$ cat src/rtl/bcl_pkg.sv
package bcl_pkg;
  localparam int NIB_W   = 4;
  localparam int BIT_W   = 2;
  localparam int FIELD_W = 8;

  typedef enum logic [1:0] {
    BOP_TSTCLR = 2'd0,
    BOP_AND    = 2'd1,
    BOP_OR     = 2'd2,
    BOP_XOR    = 2'd3
  } bop_e;

  typedef enum logic [1:0] {
    AM_DIRECT = 2'd0,
    AM_PERIPH = 2'd1,
    AM_HREL   = 2'd2,
    AM_RSVD   = 2'd3
  } amode_e;
endpackage

$ cat src/rtl/bcl_addr_gen.sv
module bcl_addr_gen
  import bcl_pkg::*;
#(
  parameter int AW = 12
) (
  input  logic [1:0]         amode,
  input  logic [FIELD_W-1:0] imm_addr,
  input  logic [BIT_W-1:0]   imm_bit,
  input  logic [NIB_W-1:0]   reg_h,
  input  logic [NIB_W-1:0]   reg_l,
  output logic [AW-1:0]      addr,
  output logic [BIT_W-1:0]   bit_idx
);
  localparam int HI_W = AW - FIELD_W;
  localparam logic [AW-1:0] TOP_PAGE = {{HI_W{1'b1}}, {FIELD_W{1'b0}}};

  logic [FIELD_W-1:0] periph_off;
  logic [FIELD_W-1:0] hrel_off;

  assign periph_off = {imm_addr[FIELD_W-1:BIT_W], reg_l[NIB_W-1:BIT_W]};
  assign hrel_off   = {reg_h, imm_addr[NIB_W-1:0]};

  always_comb begin
    unique case (amode_e'(amode))
      AM_PERIPH: begin
        addr    = TOP_PAGE | {{HI_W{1'b0}}, periph_off};
        bit_idx = reg_l[BIT_W-1:0];
      end
      AM_HREL: begin
        addr    = {{HI_W{1'b0}}, hrel_off};
        bit_idx = imm_bit;
      end
      default: begin
        addr    = TOP_PAGE | {{HI_W{1'b0}}, imm_addr};
        bit_idx = imm_bit;
      end
    endcase
  end
endmodule

$ cat src/rtl/bcl_bit_alu.sv
module bcl_bit_alu
  import bcl_pkg::*;
(
  input  logic [1:0]       op,
  input  logic [BIT_W-1:0] bit_idx,
  input  logic [NIB_W-1:0] rdata,
  input  logic             cy_cur,
  output logic             bit_val,
  output logic             cy_nxt,
  output logic [NIB_W-1:0] cleared
);
  assign bit_val = rdata[bit_idx];

  for (genvar i = 0; i < NIB_W; i++) begin : g_clr
    assign cleared[i] = rdata[i] & (bit_idx != BIT_W'(i));
  end

  always_comb begin
    unique case (bop_e'(op))
      BOP_AND: cy_nxt = cy_cur & bit_val;
      BOP_OR:  cy_nxt = cy_cur | bit_val;
      BOP_XOR: cy_nxt = cy_cur ^ bit_val;
      default: cy_nxt = cy_cur;
    endcase
  end
endmodule

$ cat src/rtl/bit_carry_unit.sv
module bit_carry_unit
  import bcl_pkg::*;
#(
  parameter int AW = 12
) (
  input  logic               clk,
  input  logic               rst_n,
  input  logic               op_valid,
  input  logic [1:0]         op_code,
  input  logic [1:0]         amode,
  input  logic [FIELD_W-1:0] imm_addr,
  input  logic [BIT_W-1:0]   imm_bit,
  input  logic [NIB_W-1:0]   reg_h,
  input  logic [NIB_W-1:0]   reg_l,
  output logic               busy,
  output logic [AW-1:0]      mem_addr,
  output logic               mem_rd,
  input  logic [NIB_W-1:0]   mem_rdata,
  output logic               mem_we,
  output logic [NIB_W-1:0]   mem_wdata,
  output logic               skip,
  output logic               cy
);
  logic             busy_q, busy_d;
  logic             accept;
  logic [1:0]       op_q;
  logic [AW-1:0]    addr_q, addr_d;
  logic [BIT_W-1:0] bit_q, bit_d;
  logic             cy_q, cy_d, cy_en;
  logic             bit_val;
  logic             is_clr;

  bcl_addr_gen #(.AW(AW)) u_addr (
    .amode    (amode),
    .imm_addr (imm_addr),
    .imm_bit  (imm_bit),
    .reg_h    (reg_h),
    .reg_l    (reg_l),
    .addr     (addr_d),
    .bit_idx  (bit_d)
  );

  bcl_bit_alu u_alu (
    .op      (op_q),
    .bit_idx (bit_q),
    .rdata   (mem_rdata),
    .cy_cur  (cy_q),
    .bit_val (bit_val),
    .cy_nxt  (cy_d),
    .cleared (mem_wdata)
  );

  always_comb begin
    accept = 1'b0;
    busy_d = 1'b0;
    if (!busy_q && op_valid) begin
      accept = 1'b1;
      busy_d = 1'b1;
    end
  end

  assign is_clr = (bop_e'(op_q) == BOP_TSTCLR);
  assign cy_en  = busy_q && !is_clr;

  always_ff @(posedge clk or negedge rst_n) begin
    if (!rst_n) begin
      busy_q <= 1'b0;
      op_q   <= 2'd0;
      addr_q <= '0;
      bit_q  <= '0;
      cy_q   <= 1'b0;
    end else begin
      busy_q <= busy_d;
      if (accept) begin
        op_q   <= op_code;
        addr_q <= addr_d;
        bit_q  <= bit_d;
      end
      if (cy_en) begin
        cy_q <= cy_d;
      end
    end
  end

  assign busy     = busy_q;
  assign mem_addr = addr_q;
  assign mem_rd   = busy_q;
  assign mem_we   = busy_q && is_clr;
  assign skip     = busy_q && is_clr && bit_val;
  assign cy       = cy_q;
endmodule

$ cat config.mk
export PLATFORM = sky130hd
export DESIGN_NAME = bit_carry_unit
export DESIGN_NICKNAME = d
export VERILOG_FILES = /design/src/rtl/bcl_pkg.sv /design/src/rtl/bcl_addr_gen.sv /design/src/rtl/bcl_bit_alu.sv /design/src/rtl/bit_carry_unit.sv
export SDC_FILE = /design/constraint.sdc
export NUM_CORES = 1
export LEC_CHECK = 0
export ABC_AREA = 1
export ABC_CLOCK_PERIOD_IN_PS = 1400
export CORE_AREA = 2 2 59 61
export DETAILED_ROUTE_END_ITERATION = 10
export DIE_AREA = 0 0 61 63
export PLACE_DENSITY = 0.75
export SLEW_MARGIN = 15
export SYNTH_ARGS = -nofsm -noshare
export SYNTH_HDL_FRONTEND = slang
export SYNTH_HIERARCHICAL = 1
export SYNTH_SLANG_ARGS = --single-unit
$ cat constraint.sdc
create_clock -name clk -period 1.4 [get_ports clk]
set_clock_uncertainty 0.15 [all_clocks]
set_input_delay 0.28 -clock clk [delete_from_list [all_inputs] [get_ports clk]]
set_output_delay 0.28 -clock clk [all_outputs]
set_load 0.05 [all_outputs]
# --- Word-level counts from Yosys, hierarchy flattened ---
# Index checks and enable logic that the tools add are counted.
classes:
  magnitude_cmp: 1
  n_eq_ne: 8
  muxes: 6
  n_bitwise: 7
  n_reduce_logical: 10
ops:
  columns: ["op", "n"]
  rows:
  - ["$pmux 12 s2", 1]
  - ["$eq 2x2->1 const B", 3]
  - ["$and 1x1->1", 5]
  - ["$eq 2x1->1 const B", 2]
  - ["$logic_and 1x1->1", 4]
  - ["$ne 2x2->1 const B", 2]
  - ["$lt 2x3->1 const B", 1]
  - ["$pmux 1 s3", 1]
  - ["$reduce_bool 3->1", 1]
  - ["$bmux 1 s2", 1]
  - ["$logic_not 1->1", 2]
  - ["$logic_not 2->1", 1]
  - ["$mux 1", 2]
  - ["$mux 2", 1]
  - ["$ne 2x1->1 const B", 1]
  - ["$reduce_and 2->1", 1]
  - ["$reduce_bool 2->1", 1]
  - ["$or 1x1->1", 1]
  - ["$xor 1x1->1", 1]
word_totals:
  reg_bits: 18
  in_bits: 29
  output_inout_bits: 21

# --- Logic depth before layout (Yosys ltp) ---
logic_depth:
  depth_word: 4
  mapped_depth: 12

# --- Modules after synthesis ---
# Netlist, hierarchy kept.
modules_own_cells:
  columns: ["mod", "n_inst", "cells_per_inst", "area_each_um2"]
  rows:
  - ["bit_carry_unit", 1, 82, 740.7]
  - ["bcl_addr_gen", 1, 36, 196.4]
  - ["bcl_bit_alu", 1, 38, 182.7]

# --- Worst setup path after synthesis ---
# OpenSTA, ideal clock, no wires.
synth_path:
  path_type: "reg2out"
  from: "reg busy_q, in the netlist busy"
  to: "out skip"
  arrival_ns: 1.893
  required_time_ns: 0.970
  setup_slack_ns: -0.923
  stages_incl_launch_ff: 3
  path_buffers: 0
  path_cell_list: "dfrtp_1 -> inv_2 -> nor3_1"
synth_via:
  elab_chain_len: 2
synth_rtl:
  columns: ["element", "line", "text"]
  rows:
  - ["start, declared", "bit_carry_unit.sv:24", "logic busy_q, busy_d;"]
  - ["start signal, assigned", "bit_carry_unit.sv:73", "busy_q <= busy_d;"]
  - ["$logic_and 1x1->1 (2 in series)", "bit_carry_unit.sv:89", "assign skip = busy_q && is_clr && bit_val;"]
  - ["end, declared", "bit_carry_unit.sv:21", "output logic skip,"]
# No other way between the ends.

# --- Worst setup path after layout ---
layout_path:
  from: "in mem_rdata[1]"
  to: "out skip"
layout_via:
  elab_chain_len: 3
layout_rtl:
  columns: ["element", "line", "text"]
  rows:
  - ["start, declared", "bit_carry_unit.sv:18", "input logic [NIB_W-1:0] mem_rdata,"]
  - ["$bmux 1 s2", "bcl_bit_alu.sv:12", "assign bit_val = rdata[bit_idx];"]
  - ["$mux 1 (not written as such)", "bcl_bit_alu.sv:12", null]
  - ["via bit_val", "bit_carry_unit.sv:30", "logic bit_val;"]
  - ["$logic_and 1x1->1", "bit_carry_unit.sv:89", null]
# The timed path passes the listed nets, and every way through them passes these cells. The select of a mux whose other input is x is not followed.

==> results_dict.tcl <==
set metrics [dict create \
    place_inst 252 \
    worstMarginPinSlew_ns 0.231 \
    start_kind "input pin" \
    final_antenna_net_count 0 \
    syn_area_sq_um 1120 \
    min_period_ns 1.85 \
    seq_area_frac_synth 0.402 \
    cts_max_level 1 \
    fp.dieH_um 63 \
    crit_fanout 3 \
    diodes 0 \
    die_w_um 61 \
    crit_required_ns 0.97 \
    violations "setup timing" \
    layoutNonFillerInstCount 268 \
    rr_worst_depth 12 \
    ir_drop_uv 629 \
    cts_sinks 18 \
    layout-drive-gt1-share 0.342 \
    final_common_cell "nand2_1" \
    ff_latch_area_sq_um 455 \
    synth_seq_cells 18 \
    grt_use_total 0.151 \
    power.density_nw_per_um2 1070 \
    hold_violations 0 \
    io_pins 50 \
    drc 0 \
    path_class "in2out" \
    dieArea_sq_um 3840 \
    route.detailed.wl_per_inst_um 10.6 \
    port-buffer-count 49 \
    slew_headroom 0.846 \
    setup_viol 9 \
    reg2reg_slack_ns -0.40 \
    gp_congestion 0.709 \
    min_period_over_period 1.32 \
    syn_nets 189 \
    netlist_instances 156 \
    setup_slack_ns -0.453 \
    dr.first_iter.drc_count 43 \
    core-area_sq_um 3230 \
    fill_cells 270 \
    min_path_type "in2async" \
    yosys_warnings 6 \
    fmax_mhz 540 \
    r2r_end "cy$_DFFE_PN0P_" \
    grt_max_degree 19 \
    num_rows 21 \
    cts_tree "built" \
    grt_remaining_overflow 0 \
    clockBufferDepth 2 \
    grt_pass1_vias 1097 \
    hpwl_um 2010 \
    layout_common_cells "nand2_1 (69), clkdlybuf4s50_1 (26), buf_12 (23), buf_4 (18), dfrtp_1 (14)" \
    outcome "finished, violations left" \
    antenna_found_initial 0 \
    endpoint_kind "primary output" \
    grt_pass1_wl_um 4600 \
    cts_made_buffers 3 \
    wl_um 2840 \
    root_buffer "clkbuf_4" \
    arrival_ns 1.42 \
    dr_total_vias 1179 \
    start_util 0.346 \
    p_leak_uw 0.00109 \
    slew_violations 0 \
    syn_area_per_cell_sq_um 7.18 \
    hold_slack_ns 0.155 \
    rr_startpoint "bit_q[0]$_DFFE_PN0P_" \
    vias_per_cell 4.40 \
    multi_input_area_sq_um 609 \
    fin_nets 256 \
    area_growth_pct 90.6 \
    rsz0062_at_grt "yes" \
    hold_buffers 0 \
    cts.clk_slew.worst_paths_ns 0.10 \
    synth_cell_type_count 17 \
    maxCapViolCount 0 \
    first_pass_iters 4 \
    clock_latency_ns 0.28 \
]
==> cells in the mapped netlist <==
master / number / share of area
nand2_1: 72 / 0.24
dfrtp_1: 18 / 0.40
inv_1: 15 / 0.050
nand3_1: 11 / 0.049
o21ai_0: 9 / 0.040
buf_4: 7 / 0.047
ha_1: 4 / 0.045
nand2_2: 4 / 0.022
nor2_1: 4 / 0.013
a21boi_0: 3 / 0.020
inv_2: 3 / 0.010
buf_12: 1 / 0.018
buf_6: 1 / 0.010
inv_6: 1 / 0.0078
nand2_4: 1 / 0.010
nand3_2: 1 / 0.0089
nor3_1: 1 / 0.0045
==> worst max-delay path, stage by stage <==
cell and delay [ns]:
clkdlybuf4s50_1 0.52, nand2_1 0.06, nand2_1 0.06, nand2_1 0.05, nand2_2 0.08, inv_2 0.05
nor3_4 0.15, buf_12 0.16
==> how the worst max path moves through the flow <==
stage,from,to,slack (ns)
5_1_grt,bit_q[0]$_DFFE_PN0P_,skip,-0.54
3_5_place_dp,mem_rdata[3],cy$_DFFE_PN0P_,-0.50
4_1_cts,bit_q[0]$_DFFE_PN0P_,skip,-0.44
3_3_place_gp,mem_rdata[2],skip,-0.46
6_report,mem_rdata[1],skip,-0.45
2_1_floorplan,bit_q[0]$_DFFE_PN0P_,skip,-0.27
==> final cells by class <==
class | instances | area share
inverters | 19 | 0.0358
well taps | 46 | 0.0270
repair buffers | 71 | 0.421
flip-flops and latches | 18 | 0.213
clock buffers | 4 | 0.0170
multi-input cells | 110 | 0.285
==> state kept, by name (all words and copies together), names as in the netlist <==
name and cells:
mem_addr 12, bit_q 2, op_q 2, busy 1
cy 1
==> report_power, final <==
group          total, uW  internal, uW  switching (uW)
combinational       1260           629             633
clock                316           158             158
sequential           707           603             103
==> cells by family (layout without fill, tap and decap cells) <==
kind of cell | Yosys count | in the layout | synth area share
simple gates | 94 | 94 | 0.350
buf+inv | 28 | 94 | 0.143
flops | 18 | 18 | 0.402
compound gates | 12 | 12 | 0.0603
fa+ha+maj | 4 | 4 | 0.0447
==> metrics by stage <==
stage | instance area (sq um) | setup slack, ns | TNS (ns) | total power (uW) | utilization
floorplan | 1150 | -0.269 | -1.02 | 1250 | -
global placement | 1920 | -0.458 | -5.07 | 1810 | 0.595
detailed placement | 1920 | -0.495 | -5.54 | 1840 | 0.595
CTS | 2050 | -0.442 | -2.42 | 2220 | 0.635
global route | 2130 | -0.538 | -3.02 | 2420 | 0.660
finish | 2130 | -0.453 | -2.46 | 2280 | 0.660
==> layer usage <==
metal / vias to the layer above / wire length, um / GRT usage
li1: 604 / - / -
met1: 535 / 1150 / 0.183
met2: 38 / 1490 / 0.269
met3: 2 / 188 / 0.0290
met4: 0 / 17 / 0.0326
met5: - / 0 / 0
==> repair_timing <==
action | 4_1_cts | 5_1_grt
setup endpoints to repair | 15 | 13
setup buffers | 6 | 6
gates resized for setup | 12 | 11
pin swaps | 3 | 4
No activity file was read; power rests on OpenSTA's default activity.
